===== config.mk =====
export PLATFORM = sky130hd
export DESIGN_NAME = pgxl_dma
export DESIGN_NICKNAME = d
export VERILOG_FILES = /design/src/rtl/pgxl_pkg.sv /design/src/rtl/pgxl_dpath.sv /design/src/rtl/pgxl_ctrl.sv /design/src/rtl/pgxl_dma.sv
export SDC_FILE = /design/constraint.sdc
export NUM_CORES = 1
export LEC_CHECK = 0
export BUFFER_PORTS_ARGS = -buffer_cell sky130_fd_sc_hd__buf_2
export CAP_MARGIN = 5
export CORE_MARGIN = 4
export CORE_UTILIZATION = 45
export CTS_BUF_LIST = sky130_fd_sc_hd__clkbuf_8
export DETAILED_ROUTE_END_ITERATION = 8
export PLACE_DENSITY = 0.73
export SYNTH_ARGS = -nofsm -noshare
export SYNTH_HDL_FRONTEND = slang
export SYNTH_SLANG_ARGS = --single-unit

===== constraint.sdc =====
create_clock -name clk -period 5.3 [get_ports clk]
set_clock_uncertainty 0.1 [all_clocks]
set_input_delay 0 -clock clk [delete_from_list [all_inputs] [get_ports clk]]
set_output_delay 0 -clock clk [all_outputs]
set_load 0.01 [all_outputs]

===== src/rtl/pgxl_pkg.sv =====
package pgxl_pkg;
  localparam int REG_AW = 6;

  localparam logic [REG_AW-1:0] OFF_MODE  = 6'h00;
  localparam logic [REG_AW-1:0] OFF_ENA   = 6'h08;
  localparam logic [REG_AW-1:0] OFF_CNT   = 6'h10;
  localparam logic [REG_AW-1:0] OFF_START = 6'h18;
  localparam logic [REG_AW-1:0] OFF_BASE  = 6'h20;
  localparam logic [REG_AW-1:0] OFF_LIMIT = 6'h28;

  localparam int EN_RUN_BIT = 0;
  localparam int EN_WR_BIT  = 1;

  typedef enum logic [3:0] {
    S_IDLE, S_REJ, S_FIRST, S_FETCH, S_RDMEM,
    S_PUSH, S_PULL, S_WRMEM, S_STEP, S_FIN
  } pgxl_state_e;

  typedef struct packed {
    logic ldStart;
    logic ldEntry;
    logic capMem;
    logic capIn;
    logic incAddr;
    logic clrCnt;
    logic useTbl;
  } pgxl_strobe_t;
endpackage


===== src/rtl/pgxl_dpath.sv =====
module pgxl_dpath
  import pgxl_pkg::*;
#(
  parameter int ADDR_W      = 32,
  parameter int BYTE_W      = 8,
  parameter int PAGE_BITS   = 12,
  parameter int ENTRY_SHIFT = 3
) (
  input  logic                 clk,
  input  logic                 rstN,
  input  logic                 regWe,
  input  logic [REG_AW-1:0]    regAddr,
  input  logic [ADDR_W-1:0]    regWdata,
  output logic [ADDR_W-1:0]    regRdata,
  input  pgxl_strobe_t         stb,
  input  logic [ADDR_W-1:0]    memRdata,
  input  logic [BYTE_W-1:0]    inData,
  output logic [ADDR_W-1:0]    memAddr,
  output logic [BYTE_W-1:0]    byteOut,
  output logic                 runBit,
  output logic                 wrBit,
  output logic                 atEnd,
  output logic                 pageEdge
);
  localparam int PN_W = ADDR_W - PAGE_BITS;

  logic [ADDR_W-1:0] modeReg, enaReg, cntReg, startReg, baseReg, limitReg;
  logic [ADDR_W-1:0] logAddr, endAddr;
  logic [PN_W-1:0]   pageReg;
  logic [BYTE_W-1:0] dataBuf;
  logic [ADDR_W-1:0] slotOffset;
  logic              unusedBits;

  assign unusedBits = ^memRdata[PAGE_BITS-1:BYTE_W];

  always_ff @(posedge clk) begin
    if (!rstN) begin
      modeReg  <= '0;
      enaReg   <= '0;
      cntReg   <= '0;
      startReg <= '0;
      baseReg  <= '0;
      limitReg <= '0;
    end else begin
      if (regWe) begin
        case (regAddr)
          OFF_MODE:  modeReg  <= regWdata;
          OFF_ENA:   enaReg   <= regWdata;
          OFF_START: startReg <= regWdata;
          OFF_BASE:  baseReg  <= regWdata;
          OFF_LIMIT: limitReg <= regWdata;
          default: ;
        endcase
      end
      if (stb.clrCnt)
        cntReg <= '0;
      else if (regWe && regAddr == OFF_CNT)
        cntReg <= regWdata;
    end
  end

  always_comb begin
    case (regAddr)
      OFF_MODE:  regRdata = modeReg;
      OFF_ENA:   regRdata = enaReg;
      OFF_CNT:   regRdata = cntReg;
      OFF_START: regRdata = startReg;
      OFF_BASE:  regRdata = baseReg;
      OFF_LIMIT: regRdata = limitReg;
      default:   regRdata = '0;
    endcase
  end

  // Working state for the running transfer
  always_ff @(posedge clk) begin
    if (!rstN) begin
      logAddr <= '0;
      endAddr <= '0;
      pageReg <= '0;
      dataBuf <= '0;
    end else begin
      if (stb.ldStart) begin
        logAddr <= startReg;
        endAddr <= startReg + cntReg;
      end else if (stb.incAddr) begin
        logAddr <= logAddr + 1'b1;
      end
      if (stb.ldEntry) pageReg <= memRdata[ADDR_W-1:PAGE_BITS];
      if (stb.capMem)
        dataBuf <= memRdata[BYTE_W-1:0];
      else if (stb.capIn)
        dataBuf <= inData;
    end
  end

  assign slotOffset = {{PAGE_BITS{1'b0}}, logAddr[ADDR_W-1:PAGE_BITS]} << ENTRY_SHIFT;
  assign memAddr    = stb.useTbl ? (baseReg + slotOffset)
                                 : {pageReg, logAddr[PAGE_BITS-1:0]};
  assign byteOut    = dataBuf;
  assign runBit     = enaReg[EN_RUN_BIT];
  assign wrBit      = enaReg[EN_WR_BIT];
  assign atEnd      = (logAddr == endAddr);
  assign pageEdge   = (logAddr[PAGE_BITS-1:0] == '0);
endmodule


===== src/rtl/pgxl_ctrl.sv =====
module pgxl_ctrl
  import pgxl_pkg::*;
(
  input  logic         clk,
  input  logic         rstN,
  input  logic         xferStart,
  input  logic         xferToMem,
  input  logic         runBit,
  input  logic         wrBit,
  input  logic         atEnd,
  input  logic         pageEdge,
  input  logic         memAck,
  input  logic         inValid,
  input  logic         inLast,
  input  logic         outReady,
  output pgxl_strobe_t stb,
  output logic         memReq,
  output logic         memWe,
  output logic         memWord,
  output logic         inReady,
  output logic         outValid,
  output logic         doneP,
  output logic         rejectP
);
  pgxl_state_e state, nxt;
  logic toMemQ, lastQ;

  always_comb begin
    nxt = state;
    stb = '0;
    case (state)
      S_IDLE: if (xferStart) begin
        if (runBit && (xferToMem != wrBit)) begin
          stb.ldStart = 1'b1;
          nxt = S_FIRST;
        end else begin
          nxt = S_REJ;
        end
      end
      S_REJ:   nxt = S_IDLE;
      S_FIRST: nxt = atEnd ? S_FIN : S_FETCH;
      S_FETCH: begin
        stb.useTbl = 1'b1;
        if (memAck) begin
          stb.ldEntry = 1'b1;
          nxt = toMemQ ? S_PULL : S_RDMEM;
        end
      end
      S_RDMEM: if (memAck) begin
        stb.capMem = 1'b1;
        nxt = S_PUSH;
      end
      S_PUSH: if (outReady) begin
        stb.incAddr = 1'b1;
        nxt = S_STEP;
      end
      S_PULL: if (inValid) begin
        stb.capIn = 1'b1;
        nxt = S_WRMEM;
      end
      S_WRMEM: if (memAck) begin
        stb.incAddr = 1'b1;
        nxt = S_STEP;
      end
      S_STEP: begin
        if (atEnd || lastQ)  nxt = S_FIN;
        else if (pageEdge)   nxt = S_FETCH;
        else                 nxt = toMemQ ? S_PULL : S_RDMEM;
      end
      S_FIN: begin
        stb.clrCnt = 1'b1;
        nxt = S_IDLE;
      end
      default: nxt = S_IDLE;
    endcase
  end

  always_ff @(posedge clk) begin
    if (!rstN) begin
      state  <= S_IDLE;
      toMemQ <= 1'b0;
      lastQ  <= 1'b0;
    end else begin
      state <= nxt;
      if (stb.ldStart) begin
        toMemQ <= xferToMem;
        lastQ  <= 1'b0;
      end else if (stb.capIn) begin
        lastQ <= inLast;
      end
    end
  end

  assign memReq   = (state == S_FETCH) || (state == S_RDMEM) || (state == S_WRMEM);
  assign memWe    = (state == S_WRMEM);
  assign memWord  = (state == S_FETCH);
  assign inReady  = (state == S_PULL);
  assign outValid = (state == S_PUSH);
  assign doneP    = (state == S_FIN);
  assign rejectP  = (state == S_REJ);

  AST_FETCH_AT_EDGE: assert property (@(posedge clk) disable iff (!rstN)
    (state == S_FETCH && $past(state) == S_STEP) |-> pageEdge);
  AST_QUIET_OUTCOME: assert property (@(posedge clk) disable iff (!rstN)
    $onehot0({doneP, rejectP, memReq, inReady, outValid}));
endmodule


===== src/rtl/pgxl_dma.sv =====
module pgxl_dma
  import pgxl_pkg::*;
#(
  parameter int ADDR_W      = 32,
  parameter int BYTE_W      = 8,
  parameter int PAGE_BITS   = 12,
  parameter int ENTRY_SHIFT = 3
) (
  input  logic              clk,
  input  logic              rstN,
  input  logic              regWe,
  input  logic [REG_AW-1:0] regAddr,
  input  logic [ADDR_W-1:0] regWdata,
  output logic [ADDR_W-1:0] regRdata,
  input  logic              xferStart,
  input  logic              xferToMem,
  output logic              doneP,
  output logic              rejectP,
  output logic              memReq,
  output logic              memWe,
  output logic              memWord,
  output logic [ADDR_W-1:0] memAddr,
  output logic [BYTE_W-1:0] memWdata,
  input  logic [ADDR_W-1:0] memRdata,
  input  logic              memAck,
  input  logic              inValid,
  input  logic [BYTE_W-1:0] inData,
  input  logic              inLast,
  output logic              inReady,
  output logic              outValid,
  output logic [BYTE_W-1:0] outData,
  input  logic              outReady
);
  pgxl_strobe_t      stb;
  logic              runBit, wrBit, atEnd, pageEdge;
  logic [BYTE_W-1:0] byteOut;

  pgxl_ctrl u_ctrl (
    .clk(clk), .rstN(rstN), .xferStart(xferStart), .xferToMem(xferToMem),
    .runBit(runBit), .wrBit(wrBit), .atEnd(atEnd), .pageEdge(pageEdge),
    .memAck(memAck), .inValid(inValid), .inLast(inLast), .outReady(outReady),
    .stb(stb), .memReq(memReq), .memWe(memWe), .memWord(memWord),
    .inReady(inReady), .outValid(outValid), .doneP(doneP), .rejectP(rejectP)
  );

  pgxl_dpath #(
    .ADDR_W(ADDR_W), .BYTE_W(BYTE_W), .PAGE_BITS(PAGE_BITS), .ENTRY_SHIFT(ENTRY_SHIFT)
  ) u_dpath (
    .clk(clk), .rstN(rstN), .regWe(regWe), .regAddr(regAddr),
    .regWdata(regWdata), .regRdata(regRdata), .stb(stb), .memRdata(memRdata),
    .inData(inData), .memAddr(memAddr), .byteOut(byteOut), .runBit(runBit),
    .wrBit(wrBit), .atEnd(atEnd), .pageEdge(pageEdge)
  );

  assign memWdata = byteOut;
  assign outData  = byteOut;

  AST_REQ_HOLD: assert property (@(posedge clk) disable iff (!rstN)
    (memReq && !memAck) |=> (memReq && $stable(memAddr) && $stable(memWe)));
  AST_NO_OVERRUN: assert property (@(posedge clk) disable iff (!rstN)
    (memReq && !memWord) |-> !atEnd);
endmodule


== Word-level counts from Yosys, hierarchy flattened ==
Index checks and enable logic that the tools add are counted.

* Flip-flop bits (word level): 290
* Bits in latches: 0
* RAM bits: 0
* Memory bits (read-only): 0
* Input bits: 87
* Output and inout port bits: 87
* Logic and storage cells: 87
* Memories kept: 0

* Add/subtract/negate cells: 3
* Multipliers: 0
* Divide/modulo/power cells: 0
* $lt $le $gt $ge: 0
* Eq/ne operators: 22
* Shift operators: 0
* Multiplexer cells: 30
* Bitwise logic cells: 1
* Reductions and logical operators: 18

{| class="wikitable"
|+ Operators with widths
! operator !! count
|-
| one-hot mux 32 bit (6 select lines) || 1
|-
| 2-to-1 mux 32 bit || 3
|-
| 2-to-1 mux 4 bit || 9
|-
| adder 32 x 1 -> 32 bit, second input constant || 1
|-
| adder 32 x 23 -> 32 bit || 1
|-
| adder 32 bit || 1
|-
| == test 32 bit || 1
|-
| one-hot mux 4 bit (8 select lines) || 1
|-
| == test 4 x 3 -> 1 bit, second input constant || 4
|-
| 2-to-1 mux 8 bit || 2
|-
| == test 6 x 5 -> 1 bit, second input constant || 2
|-
| == test 6 bit, second input constant || 2
|-
| logical NOT 12 bit || 1
|-
| 2-to-1 mux 1 bit || 11
|-
| AND reduction 2 bit || 5
|-
| == test 4 x 2 -> 1 bit, second input constant || 2
|-
| == test 4 bit, second input constant || 2
|-
| == test 6 x 4 -> 1 bit, second input constant || 1
|-
| logical NOT 6 bit || 1
|-
| inequality test 2 x 1 -> 1 bit, second input constant || 3
|-
| inequality test 2 bit, second input constant || 3
|-
| AND reduction 6 bit || 1
|-
| == test 4 x 1 -> 1 bit, second input constant || 1
|-
| logical NOT 4 bit || 1
|-
| other kinds (8) || 14
|}

== Logic depth before layout (Yosys ltp) ==
Gate-level depths: netlist (run 1).

* Depth after elaboration: 6
* Depth in mapped cells: 10
* Depth with buffers taken out: 10

== Hierarchy ==
A second synthesis (run 1) with hierarchy kept.

* Cells, all modules: 2092
* Area, all modules: 16872.4 µm²

{| class="wikitable"
|+ Modules (own cells, without submodules)
! module !! times used !! cells an instance !! area an instance (µm²) !! seq. area each (µm²)
|-
| pgxl_dpath || 1 || 2003 || 16214.3 || 5685.5
|-
| pgxl_ctrl || 1 || 81 || 598.1 || 120.1
|-
| pgxl_dma || 1 || 8 || 60.1 || 0.0
|}

== Least setup slack after synthesis (run 1) ==
OpenSTA, ideal clock, no wires.

* Path kind: register to register
* Start point: reg u_dpath.startReg[0]
* End point: reg u_dpath.endAddr[30]
* Setup time: 0.117 ns
* Data arrival time: 2.541 ns
* Data required time: 5.083 ns
* Path slack: 2.542 ns
* Cell stages (with the launch flop): 11
* Path buffers: 0
* Period minus slack after synthesis: 2.758 ns
* Cell sequence: dfxtp_1 ha_1 fa_1 a211oi_2 nor3_1 a311oi_2 a31oi_1 a41o_1 o311ai_1 mux2i_1 nand2_1

* Longest elaborated chain between the ends: 1

{| class="wikitable"
|+ Ends and longest elaborated chain
! what !! RTL line !! source
|-
| start: declaration || pgxl_dpath.sv:27 || <nowiki>logic [ADDR_W-1:0] modeReg, enaReg, cntReg, startReg, baseReg, limitReg;</nowiki>
|-
| start signal: assignment || pgxl_dpath.sv:49 || <nowiki>OFF_START: startReg <= regWdata;</nowiki>
|-
| adder 32 bit || pgxl_dpath.sv:84 || <nowiki>endAddr <= startReg + cntReg;</nowiki>
|-
| end signal: assignment || pgxl_dpath.sv:84 ||
|-
| end: declaration || pgxl_dpath.sv:28 || <nowiki>logic [ADDR_W-1:0] logAddr, endAddr;</nowiki>
|}

Every way passes these cells.
A chain may end at the register's enable or synchronous reset.

== Worst setup path after layout (run 1) ==
* Start point: reg u_dpath.logAddr[12]
* End point: out memAddr[31]

* Longest elaborated chain between the ends: 2

{| class="wikitable"
|+ Ends and longest elaborated chain
! what !! RTL line !! source
|-
| start: declaration || pgxl_dpath.sv:28 ||
|-
| start signal: assignment || pgxl_dpath.sv:83 || <nowiki>logAddr <= startReg;</nowiki>
|-
| start signal: assignment || pgxl_dpath.sv:86 || <nowiki>logAddr <= logAddr + 1'b1;</nowiki>
|-
| adder 32 x 23 -> 32 bit || pgxl_dpath.sv:97 || <nowiki>assign memAddr = stb.useTbl ? (baseReg + slotOffset)</nowiki>
|-
| 2-to-1 mux 32 bit || pgxl_dpath.sv:97 ||
|-
| end: declaration || pgxl_dma.sv:22 || <nowiki>output logic [ADDR_W-1:0] memAddr,</nowiki>
|}

Every way passes these cells.

==> impl_results.md, run 1 <==
* Count of H-tree levels built during CTS at 2
* Min setup slack post-route at 1.350 ns
* Peak-usage layer in the global routing report: met1
* Top library cells by usage in the layout, fill and taps aside: sky130_fd_sc_hd__nand2_1, sky130_fd_sc_hd__dfxtp_1, sky130_fd_sc_hd__a21oi_1
* Clock latency reported for the late side of the worst-skew pair at 0.59 ns
* Startpoint of the lowest-slack register-to-register path: u_ctrl.state[1]
* Reg-to-reg critical path endpoint: u_ctrl.state[1]
* Sequential group share of total power at 48.4%
* Total routing usage reported by global routing at 26.58%
* Hold wc startpoint: regWe
* Initial Utilization at 45.93%
* Crit share post-route at 74.54%
* Number of flops mapped to enable cells by yosys at 0
* Layout Area Growth over Synthesis at 17.92%
* Path type of the worst setup path: register to output pin
* CTS tree: built
* Die outline height at 193.5 um
* Worst VDD drop at 0.1714 mV
* Worst hold-check slack at 0.02012 ns
* Site Rows at 67
* Number of inserted filler cells in the final layout at 3,222
* R2R cell count at 10
* Global-route met2 utilization at 39.39%
* Largest net degree at the start of global routing at 87
* Post-synthesis average cell area at 7.514 sq um
* Number of nets in the finished design at 2,372
* Worst endpoint data arrival time at 3.85 ns
* Floorplan Core Area at 33,700 sq um
* Placed cell area at 16,430 sq um
* Number of input and output port buffers inserted at 169
* Transition time at the pin with the least slew margin at 0.9870 ns
* Setup TNS Final at 0 ns
* Total power draw at 4.543 mW
* Synth warnings at 0
* Power per cell area at 248.9 nW/um^2
* Post-synthesis sequential area ratio at 37.51%
* Synth Cell Area at 15,480 sq um
* Area taken by flip-flops and latches at 5806 sq um
* DIE AREA at 37,430 sq um
* Number of antenna repair diodes at 0
* Portion of total power attributed to combinational logic at 4.4%
* CTS resizes at 0
* Final number of max-transition violations at 0
* Endpoint class of the critical path: output pin
* Class of the tightest hold or removal check: input port to register
* Maximum clock rate at 253.1 MHz
* Share of final-layout standard cells stronger than drive strength 1 at 12.83%
* Flop-to-flop setup slack at 2.00 ns
* Max-cap violation count at 0
* End point of the critical path: memAddr[31]
* Yosys reg bits at 290
* Global-route wire length before repair at 83.12 mm
* Leading cell type in the layout, fill and taps excluded: sky130_fd_sc_hd__nand2_1
* Final period demand of the worst path at 3.950 ns
* Global placer's final weighted congestion at 0.9431
* Startpoint of the worst setup timing path: u_dpath.logAddr[12]
* Net count after synthesis at 2,202
* Switching power at 1.060 mW
* Post-Place Setup Slack at 2.037 ns
* Gate count after technology mapping at 2,060
* Drt first-iter violations at 1,739
* Met1 demand-to-capacity share in global routing at 39.78%
* Die width at 193.5 um
* Max-Slew Margin vs Limit at 34.20%
* Clock-pin slew on the worst setup and hold paths at 0.06 ns
* Final ANT Viol Nets at 0
* Design internal power at 3.483 mW
* Initial antenna violation count at 1
* Commonest register cell after synthesis: sky130_fd_sc_hd__dfxtp_1
* Required time worst endpoint at 5.20 ns
* DR pass1 iterations at 6
* Area used by multi-input combinational logic at 8970 sq um
* Part of the power in the clock network at 47.1%
* Reported leakage power at 7.068 nW
* Via count at 15,950
* Total wirelength of the detailed-routed design at 51.80 mm
* Post-DR wirelength/cell at 19.07 um
* Critical Path Fanout Max at 6
* Unrepaired setup endpoints after global routing: no
* Vias in the first global route at 14,990
* Number of standard cells in the final layout excluding fillers at 2,717
* Total setup violations reported at the end of the flow at 0
* Async S/R FF share, synth at 0%
* Cell area after layout at 18,250 sq um
* Startpoint class of the critical path: register
* Count of placed standard cells including taps at 2,551
* Number of buffers inserted during clock tree synthesis at 48
* Ratio of routed vias to standard cells at 5.871
* DRC at 0
* Number of distinct standard cells referenced by the synthesized netlist at 73
* Status: finished clean
* Detailed placer's ending HPWL at 35.16 mm
* I/O pins at 174
* Net switching share of the total power at 23.33%
* CTS root buffer: sky130_fd_sc_hd__clkbuf_8
* Post-Route Utilization at 54.16%
* Hold Violations, Final at 0
* Met3 routing resource usage after global routing at 5.027%
* Number of clock sinks at 290
* Remaining Overflow, GRT at 0
* Max clock buf depth at 3
## per-layer routing
layer,up-vias,share of wire (%)
met1,7534,45
li1,7538,-
met4,2,1.9
met2,788,42
met5,-,0.029
met3,90,10
## layout make-up
type,instances,area share [%]
multi-input cells,1601,49.14
flip-flops and latches,290,31.81
inverters,22,0.4798
clock inverters,29,1.254
repair buffers,267,9.720
well taps,448,3.071
clock buffers,60,4.524
## synth_stat cells (14+ instances only)
cell type	instances	area share, %
sky130_fd_sc_hd__xor2_1	30	1.7
sky130_fd_sc_hd__nand3_1	81	2.6
sky130_fd_sc_hd__nand4_1	21	0.85
sky130_fd_sc_hd__a21oi_1	288	9.3
sky130_fd_sc_hd__nand2_1	545	13
sky130_fd_sc_hd__a211oi_1	26	1.3
sky130_fd_sc_hd__and3_1	15	0.61
sky130_fd_sc_hd__xnor2_1	70	4.0
sky130_fd_sc_hd__a22oi_1	97	4.7
sky130_fd_sc_hd__a21o_1	21	1.0
sky130_fd_sc_hd__clkbuf_1	114	2.8
sky130_fd_sc_hd__mux2i_1	14	0.91
sky130_fd_sc_hd__inv_1	21	0.51
sky130_fd_sc_hd__o21ai_0	81	2.6
sky130_fd_sc_hd__dfxtp_1	290	38
sky130_fd_sc_hd__ha_1	53	4.3
sky130_fd_sc_hd__nor3_1	25	0.81
sky130_fd_sc_hd__nor2_1	79	1.9
## repair_timing
| item | CTS | global route |
|---|---|---|
| setup buffers | 0 | 0 |
| hold endpoints to repair | 251 | 0 |
| hold buffers | 77 | 0 |
## power groups by stage
| stage | Clock (mW) | Sequential (mW) | Combinational [mW] |
|---|---|---|---|
| after CTS | 2.18 | 2.20 | 0.198 |
| after global placement | 0 | 2.25 | 0.155 |
| after detailed placement | 0 | 2.25 | 0.157 |
| after floorplan | 0 | 2.24 | 0.0796 |
| final | 2.14 | 2.20 | 0.202 |
| after global routing | 2.27 | 2.20 | 0.218 |
## worst max-delay path, cell delays in order (launching register included)
cell                        delay, ns
sky130_fd_sc_hd__dfxtp_1         0.38
sky130_fd_sc_hd__ha_1            0.28
sky130_fd_sc_hd__fa_1            0.45
sky130_fd_sc_hd__a211oi_2        0.29
sky130_fd_sc_hd__o21ai_0         0.23
sky130_fd_sc_hd__o2111ai_1       0.20
sky130_fd_sc_hd__a21oi_1         0.18
sky130_fd_sc_hd__nor4_1          0.61
sky130_fd_sc_hd__nor4_1          0.14
sky130_fd_sc_hd__xnor2_1         0.26
sky130_fd_sc_hd__o21ai_1         0.08
sky130_fd_sc_hd__buf_2           0.17
## cell families (layout without fill, tap and decap cells)
group,after synthesis,count (layout),share of synthesized area (%)
AND/OR/NAND/NOR,827,827,22.92
adder cells (fa/ha/maj),55,55,4.543
buffers and inverters,169,378,4.793
AO/OA/AOI/OAI,604,604,23.60
flip-flops,290,290,37.51
XOR/XNOR,100,100,5.658
multiplexers,15,15,0.9781
## registers in the layout, summed over array words and instances (netlist names)
name	count
u_dpath.endAddr	32
u_ctrl.toMemQ	1
u_dpath.modeReg	32
u_dpath.cntReg	32
u_dpath.enaReg	32
u_dpath.limitReg	32
u_dpath.startReg	32
u_dpath.logAddr	32
u_ctrl.state	4
u_dpath.baseReg	32
u_dpath.pageReg	20
u_ctrl.lastQ	1
u_dpath.byteOut	8
## worst min path at each step
| stage | depth (start not counted) | slack, ns | to |
|---|---|---|---|
| after floorplan | 2 | 0.04 | u_dpath.enaReg[11] |
| after global routing | 4 | 0.03 | u_dpath.limitReg[25] |
| after global placement | 3 | 0.14 | u_dpath.pageReg[3] |
| final | 4 | 0.02 | u_dpath.limitReg[22] |
| after detailed placement | 3 | 0.15 | u_dpath.pageReg[19] |
| after CTS | 4 | 0.0006 | u_dpath.limitReg[22] |
No activity file was read; power rests on OpenSTA's default activity.
==> inputs of run 2 (changes only) <==
--- a/config.mk
+++ b/config.mk
@@ -11,7 +11,7 @@
 export CORE_UTILIZATION = 45
 export CTS_BUF_LIST = sky130_fd_sc_hd__clkbuf_8
 export DETAILED_ROUTE_END_ITERATION = 8
-export PLACE_DENSITY = 0.73
+export PLACE_DENSITY = 0.75
 export SYNTH_ARGS = -nofsm -noshare
 export SYNTH_HDL_FRONTEND = slang
 export SYNTH_SLANG_ARGS = --single-unit
==> constraint.sdc (replaced) <==
create_clock -name clk -period 3.6 [get_ports clk]
set_clock_uncertainty 0.1 [all_clocks]
set_input_delay 0 -clock clk [delete_from_list [all_inputs] [get_ports clk]]
set_output_delay 0 -clock clk [all_outputs]
set_load 0.01 [all_outputs]
==> run 2 against run 1 <==
Effect of this change: sequential cell count stayed put; combinational power grew 49%; sequential share of layout area decreased by 0.28 points; sequential power up 47%; critical path type unchanged; largest cell class unchanged.
==> impl_results.md, run 2 (synthesis results as in run 1) <==
* Power per cell area at 368.4 nW/um^2 (+48%)
* Global-route wire length before repair at 84.29 mm (+1.4%)
* Met2 wirelength from detailed routing at 22.76 mm (+3.5%)
* Max clock buf depth at 3 (unchanged)
* Met1 wire length at 23.49 mm (about the same)
* Path type of the worst setup path: register to output pin
* Total wirelength of the detailed-routed design at 53.34 mm (+3.0%)
* I/O pins at 174 (unchanged)
* Transition time at the pin with the least slew margin at 1.114 ns (+0.1267 ns)
* Drt first-iter violations at 1,573 (-9.5%)
* Highest routed layer: met4
* Largest net degree at the start of global routing at 133 (+53%)
* Worst VDD drop at 0.2362 mV (+38%)
* Critical Path Fanout Max at 6 (unchanged)
* Max-Slew Margin vs Limit at 25.75% (-8.4 points)
* Post-DR wirelength/cell at 19.53 um (+2.4%)
* CTS tree: built
* Top library cells by usage in the layout, fill and taps aside: sky130_fd_sc_hd__nand2_1, sky130_fd_sc_hd__dfxtp_1, sky130_fd_sc_hd__a21oi_1
* Endpoint class of the critical path: output pin
* Detailed placer's ending HPWL at 36.49 mm (+3.8%)
* Crit share post-route at 95.64%
* Min setup slack post-route at 0.1569 ns (-1.193 ns)
* Post-Place Setup Slack at 0.4992 ns (-1.538 ns)
* Via count at 16,140 (+1.2%)
* Amount of wire on met3 after detailed routing at 5.761 mm (+8.2%)
* Max-cap violation count at 0 (unchanged)
* Number of nets in the finished design at 2,388 (+0.67%)
* Initial Utilization at 45.93% (unchanged)
* Vias in the first global route at 15,270 (+1.9%)
* Reported leakage power at 7.150 nW (+1.2%)
* Startpoint class of the critical path: register
* Worst hold-check slack at 0.04664 ns (+0.02651 ns)
* Layout Area Growth over Synthesis at 19.04%
* Die outline height at 193.5 um (unchanged)
* Class of the tightest hold or removal check: input port to register
* Number of clock sinks at 290 (unchanged)
* Total power draw at 6.788 mW (+49%)
* Number of buffers inserted during clock tree synthesis at 51 (+6.3%)
* Remaining Overflow, GRT at 0 (unchanged)
* Total routing usage reported by global routing at 27.08% (+0.50 points)
* Ratio of routed vias to standard cells at 5.908 (+0.63%)
* Share of final-layout standard cells stronger than drive strength 1 at 13.67% (+0.84 points)
* Count of H-tree levels built during CTS at 2 (unchanged)
* Status: finished clean
* Total setup violations reported at the end of the flow at 0 (unchanged)
* Number of antenna repair diodes at 0 (unchanged)
* Die width at 193.5 um (unchanged)
* Global placer's final weighted congestion at 0.9095 (-3.6%)
* Site Rows at 67 (unchanged)
* Initial antenna violation count at 1 (unchanged)
* Final number of max-transition violations at 0 (unchanged)
* Startpoint of the lowest-slack register-to-register path: u_dpath.startReg[0]
* Clock latency reported for the late side of the worst-skew pair at 0.61 ns (+0.02 ns)
* Worst endpoint data arrival time at 3.34 ns (-0.51 ns)
* Post-Route Utilization at 54.67% (+0.51 points)
* Required time worst endpoint at 3.50 ns (-1.70 ns)
* Hold Violations, Final at 0 (unchanged)
* Maximum clock rate at 290.4 MHz
* Clock-pin slew on the worst setup and hold paths at 0.06 ns (about the same)
* DR pass1 iterations at 9 (+3)
* DRC at 0 (unchanged)
* Hold wc startpoint: regAddr[4]
* Final period demand of the worst path at 3.443 ns
* Final ANT Viol Nets at 0 (unchanged)
* Number of input and output port buffers inserted at 169 (unchanged)
* Floorplan Core Area at 33,700 sq um (unchanged)
* Setup TNS Final at 0 ns (unchanged)
* Leading cell type in the layout, fill and taps excluded: sky130_fd_sc_hd__nand2_1
* Startpoint of the worst setup timing path: u_dpath.logAddr[12]
* CTS root buffer: sky130_fd_sc_hd__clkbuf_8
* DIE AREA at 37,430 sq um (unchanged)
run 2: worst paths after layout:
kind / cells after the start / slack [ns] / to
setup / recovery: 12 / 0.16 / memAddr[27]
hold / removal: 6 / 0.05 / u_dpath.modeReg[25]
setup reg to reg: 10 / 0.45 / u_dpath.endAddr[30]
hold reg to reg: 2 / 0.36 / u_dpath.modeReg[7]
run 2: through the flow:
| stage | instances | cell area [sq um] |
|---|---|---|
| final | 2731 | 18430 |
| after CTS | 2730 | 18400 |
| after floorplan | 2060 | 15480 |
| after global placement | 2562 | 16520 |
| after detailed placement | 2562 | 16520 |
| after global routing | 2731 | 18430 |
run 2: routing by layer:
metal | GRT usage [%] | up-vias
met2 | 40.61 | 899
li1 | - | 7563
met1 | 39.20 | 7548
met5 | 0 | -
met4 | 7.579 | 0
met3 | 6.192 | 126
run 2: power breakdown:
part	internal, mW	total [mW]	switching (mW)
sequential	3.22	3.24	0.0177
clock	1.83	3.25	1.42
combinational	0.117	0.301	0.185
run 2: final cells by class:
| class | count | area, sq um |
|---|---|---|
| Clock buffer | 68 | 935.9 |
| Clock inverter | 22 | 162.7 |
| Inverter | 22 | 87.58 |
| Sequential cell | 290 | 5808 |
| Timing Repair Buffer | 280 | 1887 |
| Multi-Input combinational cell | 1601 | 8984 |
| Tap cell | 448 | 560.5 |
| Fill cell | 3206 | 15270 |
run 2: what timing repair did:
action	4_1_cts	5_1_grt
setup buffers	0	1
gates cloned	0	0
endpoints found under the setup margin	4	10
hold buffers	78	0
resized for setup	1	6
endpoints found under the hold margin	258	0
pin swaps	0	2
run 2: worst max-delay path, stage by stage (launching register included):
cell	delay (ns)
sky130_fd_sc_hd__dfxtp_1	0.38
sky130_fd_sc_hd__ha_1	0.27
sky130_fd_sc_hd__fa_1	0.46
sky130_fd_sc_hd__a211oi_2	0.34
sky130_fd_sc_hd__o21ai_2	0.13
sky130_fd_sc_hd__o2111ai_2	0.12
sky130_fd_sc_hd__a21oi_2	0.11
sky130_fd_sc_hd__nor4_1	0.25
sky130_fd_sc_hd__buf_4	0.18
sky130_fd_sc_hd__nor3_1	0.06
sky130_fd_sc_hd__xnor2_1	0.13
sky130_fd_sc_hd__o21ai_0	0.17
sky130_fd_sc_hd__buf_2	0.16
